<file path="src/rtl/adc_start_pkg.sv">
package adc_start_pkg;

  typedef enum logic [1:0] {
    MODE_OFF  = 2'b00,
    MODE_TMR  = 2'b01,
    MODE_IMM  = 2'b10,
    MODE_EDGE = 2'b11
  } start_mode_e;

  // True when the synchronized pin moved in the selected direction
  function automatic logic edge_seen(input logic prev, input logic cur, input logic fall);
    logic rose, fell;
    rose = cur & ~prev;
    fell = prev & ~cur;
    return fall ? fell : rose;
  endfunction

  // A mode write that carries the stop code
  function automatic logic is_stop(input logic we, input logic [1:0] val);
    return we && (start_mode_e'(val) == MODE_OFF);
  endfunction

endpackage

</file>
<file path="src/rtl/adc_pin_sync.sv">
module adc_pin_sync #(
  parameter int SYNC_STAGES = 2
) (
  input  logic clk,
  input  logic rst_n,
  input  logic pin_async,
  input  logic sel_fall,
  output logic edge_evt
);
  import adc_start_pkg::*;

  logic [SYNC_STAGES-1:0] sync_q;
  logic                   prev_q;
  logic                   cur_lvl;

  always_ff @(posedge clk) begin
    if (!rst_n) begin
      sync_q <= '0;
      prev_q <= 1'b0;
    end else begin
      sync_q <= {sync_q[SYNC_STAGES-2:0], pin_async};
      prev_q <= sync_q[SYNC_STAGES-1];
    end
  end

  assign cur_lvl  = sync_q[SYNC_STAGES-1];
  assign edge_evt = edge_seen(prev_q, cur_lvl, sel_fall);


  edge_once_chk: assert property (@(posedge clk) disable iff (!rst_n)
    edge_evt && $stable(sel_fall) |=> !edge_evt);

endmodule

</file>
<file path="src/rtl/adc_trig_mux.sv">
module adc_trig_mux (
  input  logic       clk,
  input  logic       rst_n,
  input  logic       mode_we,
  input  logic [1:0] mode_val,
  input  logic       tmr_en,
  input  logic       tmr_ovf,
  input  logic       edge_evt,
  output logic       trig,
  output logic       stop_req
);
  import adc_start_pkg::*;

  start_mode_e mode_q;
  logic        tmr_hit, imm_hit, pin_hit;

  always_ff @(posedge clk) begin
    if (!rst_n)       mode_q <= MODE_OFF;
    else if (mode_we) mode_q <= start_mode_e'(mode_val);
  end

  assign tmr_hit  = (mode_q == MODE_TMR) && tmr_en && tmr_ovf;
  assign pin_hit  = (mode_q == MODE_EDGE) && edge_evt;
  assign imm_hit  = mode_we && (start_mode_e'(mode_val) == MODE_IMM);
  assign trig     = tmr_hit | pin_hit | imm_hit;
  assign stop_req = is_stop(mode_we, mode_val);


  tmr_gate_chk: assert property (@(posedge clk) disable iff (!rst_n)
    (mode_q == MODE_TMR) && !tmr_en && !mode_we |-> !trig);


  stop_mode_chk: assert property (@(posedge clk) disable iff (!rst_n)
    stop_req |=> (mode_q == MODE_OFF));

endmodule

</file>
<file path="src/rtl/adc_run_ctrl.sv">
module adc_run_ctrl (
  input  logic clk,
  input  logic rst_n,
  input  logic trig,
  input  logic stop_req,
  input  logic chsel_we,
  input  logic conv_done,
  output logic conv_start,
  output logic conv_busy,
  output logic armed,
  output logic ptr_reload
);

  logic go;

  assign go = trig && !conv_busy && armed && !stop_req;

  always_ff @(posedge clk) begin
    if (!rst_n) begin
      conv_start <= 1'b0;
      conv_busy  <= 1'b0;
      armed      <= 1'b1;
      ptr_reload <= 1'b0;
    end else begin
      conv_start <= go;
      ptr_reload <= chsel_we;
      if (stop_req)       conv_busy <= 1'b0;
      else if (go)        conv_busy <= 1'b1;
      else if (conv_done) conv_busy <= 1'b0;
      if (stop_req)       armed <= 1'b0;
      else if (chsel_we)  armed <= 1'b1;
    end
  end


  start_pulse_chk: assert property (@(posedge clk) disable iff (!rst_n)
    conv_start |=> !conv_start);


  start_busy_chk: assert property (@(posedge clk) disable iff (!rst_n)
    conv_start |-> conv_busy);


  busy_lock_chk: assert property (@(posedge clk) disable iff (!rst_n)
    conv_busy |=> !conv_start);


  stop_win_chk: assert property (@(posedge clk) disable iff (!rst_n)
    stop_req |=> !conv_start && !conv_busy && !armed);


  rearm_chk: assert property (@(posedge clk) disable iff (!rst_n)
    chsel_we && !stop_req |=> armed && ptr_reload);


  disarmed_chk: assert property (@(posedge clk) disable iff (!rst_n)
    !armed |=> !conv_start);

endmodule

</file>
<file path="src/rtl/adc_start_ctrl.sv">
module adc_start_ctrl #(
  parameter int SYNC_STAGES = 2
) (
  input  logic       clk,
  input  logic       rst_n,
  input  logic       mode_we,
  input  logic [1:0] mode_val,
  input  logic       tmr_en,
  input  logic       edge_fall,
  input  logic       chsel_we,
  input  logic       tmr_ovf,
  input  logic       ext_pin,
  input  logic       conv_done,
  output logic       conv_start,
  output logic       conv_busy,
  output logic       armed,
  output logic       ptr_reload
);

  logic edge_evt;
  logic trig;
  logic stop_req;

  adc_pin_sync #(.SYNC_STAGES(SYNC_STAGES)) u_sync (
    .clk       (clk),
    .rst_n     (rst_n),
    .pin_async (ext_pin),
    .sel_fall  (edge_fall),
    .edge_evt  (edge_evt)
  );

  adc_trig_mux u_mux (
    .clk      (clk),
    .rst_n    (rst_n),
    .mode_we  (mode_we),
    .mode_val (mode_val),
    .tmr_en   (tmr_en),
    .tmr_ovf  (tmr_ovf),
    .edge_evt (edge_evt),
    .trig     (trig),
    .stop_req (stop_req)
  );

  adc_run_ctrl u_run (
    .clk        (clk),
    .rst_n      (rst_n),
    .trig       (trig),
    .stop_req   (stop_req),
    .chsel_we   (chsel_we),
    .conv_done  (conv_done),
    .conv_start (conv_start),
    .conv_busy  (conv_busy),
    .armed      (armed),
    .ptr_reload (ptr_reload)
  );

endmodule

</file>
<file path="config.mk">
export PLATFORM = sky130hd
export DESIGN_NAME = adc_start_ctrl
export DESIGN_NICKNAME = d
export VERILOG_FILES = /design/src/rtl/adc_start_pkg.sv /design/src/rtl/adc_pin_sync.sv /design/src/rtl/adc_trig_mux.sv /design/src/rtl/adc_run_ctrl.sv /design/src/rtl/adc_start_ctrl.sv
export SDC_FILE = /design/constraint.sdc
export NUM_CORES = 1
export LEC_CHECK = 0
export ABC_CLOCK_PERIOD_IN_PS = 3200
export BUFFER_PORTS_ARGS = -buffer_cell sky130_fd_sc_hd__buf_2
export CORE_AREA = 10 10 47 49
export CTS_BUF_LIST = sky130_fd_sc_hd__clkbuf_4 sky130_fd_sc_hd__clkbuf_8
export DETAILED_ROUTE_END_ITERATION = 8
export DIE_AREA = 0 0 57 59
export PLACE_DENSITY = 0.52
export SKIP_CTS_REPAIR_TIMING = 1
export SYNTH_ARGS = -nofsm -noshare
export SYNTH_HDL_FRONTEND = slang
export SYNTH_SLANG_ARGS = --single-unit
</file>
<file path="constraint.sdc">
create_clock -name clk -period 3.2 [get_ports clk]
set_clock_uncertainty 0.15 [all_clocks]
set_input_delay 0.64 -clock clk [delete_from_list [all_inputs] [get_ports clk]]
set_output_delay 0.64 -clock clk [all_outputs]
set_load 0.05 [all_outputs]
</file>
Word level (Yosys, flattened, before mapping)
Cells that the tools add are included.

Bits in registers: 9. Input bits: 11. Output and inout port bits: 4. Logic and storage cells: 36.

Eq/ne operators: 3. Multiplexer cells: 5. Bitwise operators: 7. Reduce and logical (&&, ||, !) cells: 14.

Operator list (count): 1-bit logical AND (8); 1-bit two-way mux (5); 2-bit equality test, second input constant (2); 2-bit nonzero test (2); 1-bit inverter (3); 1-bit AND (2); 2-bit by 1-bit equality test with 1-bit output, second input constant (1); 1-bit logical NOT (2); 2-bit logical NOT (1); 1-bit OR (2); 2-bit OR reduction (1).

Logic depth before layout (Yosys ltp)
Depth in word-level cells: 10. Gate-level depth with buffers: 3. Depth with buffers taken out: 3.

Hierarchy
A second synthesis with hierarchy kept.

Cell total of the unflattened synthesis: 32. Area, all modules: 355.3 um^2.

By module, submodules not included: adc_run_ctrl (times used 1, cells an instance 12, area an instance 147.6 um^2, sequential area each 80.1 um^2); adc_trig_mux (times used 1, cells an instance 11, area an instance 106.4 um^2, sequential area each 40.0 um^2); adc_pin_sync (times used 1, cells an instance 9, area an instance 101.3 um^2, sequential area each 60.1 um^2).

Worst setup path before layout
OpenSTA, ideal clock, no wires.

Kind: input -> register. From: in edge_fall. To: reg u_run.conv_start. Library setup time: 0.104 ns. Arrival: 1.615 ns. Data required time: 2.946 ns. Slack: 1.331 ns. Cell stages on the path: 3. Path buffers: 0. Cell sequence: or3b_1 -> a311o_1 -> a2111oi_2.

Longest elaborated chain between the ends: 7.

RTL lines: from (decl) (line adc_start_ctrl.sv:9) `input logic edge_fall,`; 1-bit two-way mux (line adc_start_pkg.sv:15) `return fall ? fell : rose;`; 1-bit logical AND (line adc_trig_mux.sv:23) `assign pin_hit = (mode_q == MODE_EDGE) && edge_evt;`; 1-bit OR (2 in a row) (line adc_trig_mux.sv:25) `assign trig = tmr_hit | pin_hit | imm_hit;`; 1-bit logical AND (3 in a row) (line adc_run_ctrl.sv:16) `assign go = trig && !conv_busy && armed && !stop_req;`; to (signal assigned) (line adc_run_ctrl.sv:25) `conv_start <= go;`; to (decl) (line adc_run_ctrl.sv:8) `output logic conv_start,`.

Every way passes these cells. A chain may end at the register's enable or synchronous reset.

Worst setup path after layout
Ends and elaborated chain as after synthesis.

==> key figures <==
Critical path
  • Slowest CP cell: a311o_1
  • Crit path required time: about 3200 ps
  • CP arrival: 1760 ps
  • Setup crit start kind: input port
  • Worst setup EP type: flip-flop
  • Cells along the critical path: buf_2, or3b_1, a311o_1, a2111oi_2
  • Setup CP Type: input port to flip-flop
  • Worst-path fanout max: 2
  • Slowest cell delay on critical path: 400 ps

Synthesis
  • Post-Syn Nets: 43
  • Synth Area in Adders: 0%
  • Cell count after synthesis: 32
  • Compound-gate portion of the synthesized area: roughly 18%
  • Mux cell area share after synthesis: under 10%
  • Register area share after synthesis: between 50% and 60%
  • Seq cells post-synth: 9
  • Largest family of logic cells by synthesized area: simple AND/OR/NAND/NOR gates
  • Fraction of the mapped netlist area in simple logic gates: between 20% and 30%
  • XOR/XNOR share of the synthesized area: 0%
  • Synthesized cell area: between 300 and 400 sq um
  • Yosys warns: 0
  • Post-Syn Area per Cell: around 11 sq um
  • Distinct cells, synth: 16

Routing
  • DRT antenna net count: 0
  • Final wirelength: 715 microns
  • DRT iter0 DRCs: 3
  • Vias: ~290
  • DRC Markers: 0
  • Initial DRT Pass Iterations: 2
  • Mean routed wirelength per cell: about 11 microns
  • Vias per cell: 4.35

Die
  • FP Rows: 14
  • Die area: ~3400 sq um
  • IO Pins: 15
  • Die X: around 57 microns
  • Starting Density: between 20% and 30%
  • CORE AREA: 1400 sq um
  • Die Span Y: roughly 59 microns

Layout
  • Fillcell total: 162
  • Nets: 62
  • Area grow syn2layout: 34.7%
  • Layout cell share with drive strength beyond 1: 40.0%
  • Post-Layout Cell Count: 66
  • Most frequent cells in the layout: buf_2 (14), dfxtp_1 (9), and2_1 (4), clkbuf_4 (4)
  • Most common cell after layout, fill and taps aside: buf_2
  • Diode count: 0

Power and ir drop
  • Tot Pwr: approximately 0.25 mW
  • Cell Pwr Density: ~530 nW/um^2
  • Worst VDD drop: 0.000230 V
  • Leak: just over 0.2 nW

STA
  • Pins over their slew limit: 0
  • Period utilization: a little over half
  • Max Clock Freq: 570 MHz
  • Max_slew headroom: ~83%
  • Setup violators final: 0
  • Setup slack after layout: about 1400 ps
  • Min Tclk post-route: 1750 ps
  • Actual slew at the worst max-slew pin: between 200 and 300 ps
  • Smallest hold slack: around 290 ps
  • Final hold vios: 0
  • Setup Total Neg Slack: 0 ps
  • Unrepaired setup endpoints after global routing: false

Run
  • Max cap viols: 0

Clock network
  • Clock transition at path regs: ~60 ps
  • Num Clock Sinks: 9
  • CTS Buf Count: 3
  • Clk_lat worst skew: approximately 250 ps
  • H-tree depth: 1
  • CTS tree: yes
  • CTS max path bufs: 2
  • CTS Root Cell: clkbuf_4

Run status
  • Status: completed

Placement
  • Post-Place Worst Slack: between 1000 and 1500 ps
  • Placed wire-length estimate: approximately 610 microns
  • Placed cell count: between 60 and 70
  • GP Congestion: roughly 0.67
  • Port Buffers: 14

GRT
  • Initial antenna violation count: 0
  • Vias in the first global route: 321
  • Overflow after GRT: 0
  • First-pass GRT wire length: 1.40 mm
  • Largest net degree at the start of global routing: 9
  • GR Util All Layers: 5.32%

Min path
  • HP Class: flip-flop to flip-flop
==> power breakdown <==
part / switching, mW / total (mW) / internal, mW
sequential: 0.00301 / 0.121 / 0.118
clock: 0.0367 / 0.0931 / 0.0563
combinational: 0.0188 / 0.0325 / 0.0136
total: 0.0586 / 0.246 / 0.188
==> cell usage after synthesis <==
master     n  area, sq um
a2111oi_2  1         15.0
a21oi_2    1         8.76
a311o_1    1         10.0
a311oi_1   1         8.76
and2_1     4         25.0
dfxtp_1    9          180
inv_1      2         7.51
mux2i_1    2         20.0
nand2_1    1         3.75
nand2b_1   2         12.5
nand3b_1   2         15.0
nor2b_1    2         12.5
o21a_1     1         7.51
o21ai_1    1         5.00
o22ai_1    1         6.26
or3b_1     1         8.76
==> flip-flops by register name, summed over array words and instances, names as in the netlist <==
signal,flops
u_mux.mode_q,2
u_sync.sync_q,2
u_run.armed,1
u_run.conv_busy,1
u_run.conv_start,1
u_run.ptr_reload,1
u_sync.prev_q,1
==> through the flow <==
step           instance area [sq um]  utilization, %
6_report                         467            33.3
5_1_grt                          467            33.3
4_1_cts                          467            33.3
3_5_place_dp                     437            31.2
3_3_place_gp                     437            31.2
2_1_floorplan                    347               -
==> worst paths after layout <==
kind	startpoint	end	slack (ps)	cells past startpoint
worst max-delay path	edge_fall	u_run.conv_start	1450	4
worst min-delay path	u_sync.sync_q[0]	u_sync.sync_q[1]	290	1
worst max register to register	u_sync.prev_q	u_run.conv_start	1610	3
worst min register to register	u_sync.sync_q[0]	u_sync.sync_q[1]	290	1
==> cell type report <==
class                      instances  area (sq um)  area share, %
inverter                           2          7.51           1.61
clock buffer                       4          30.0           6.43
timing repair buffer              14          70.1           15.0
sequential                         9           180           38.6
tap                               16          20.0           4.29
multi-input combinational         21           159           34.0
==> logic make-up (layout without fill, tap and decap cells) <==
family | Yosys count | in the layout
AO/OA/AOI/OAI | 7 | 7
buffers and inverters | 2 | 20
flip-flops | 9 | 9
multiplexers | 2 | 2
AND/OR/NAND/NOR | 12 | 12
==> layer usage <==
metal / track usage, % / part of all wire (%) / vias to the layer above
met4: 4.03 / 0 / 0
met3: 2.79 / 4.6 / 0
met2: 8.53 / 52 / 6
met5: 0 / 0 / -
li1: - / - / 150
met1: 5.13 / 43 / 131
==> worst max-delay path: cells and delay by family <==
family / cells / cell delay (ps)
AND/OR/NAND/NOR: 1 / 340
buffers and inverters: 1 / 100
AO/OA/AOI/OAI: 2 / 680
Power figures use the tool's default switching activity.
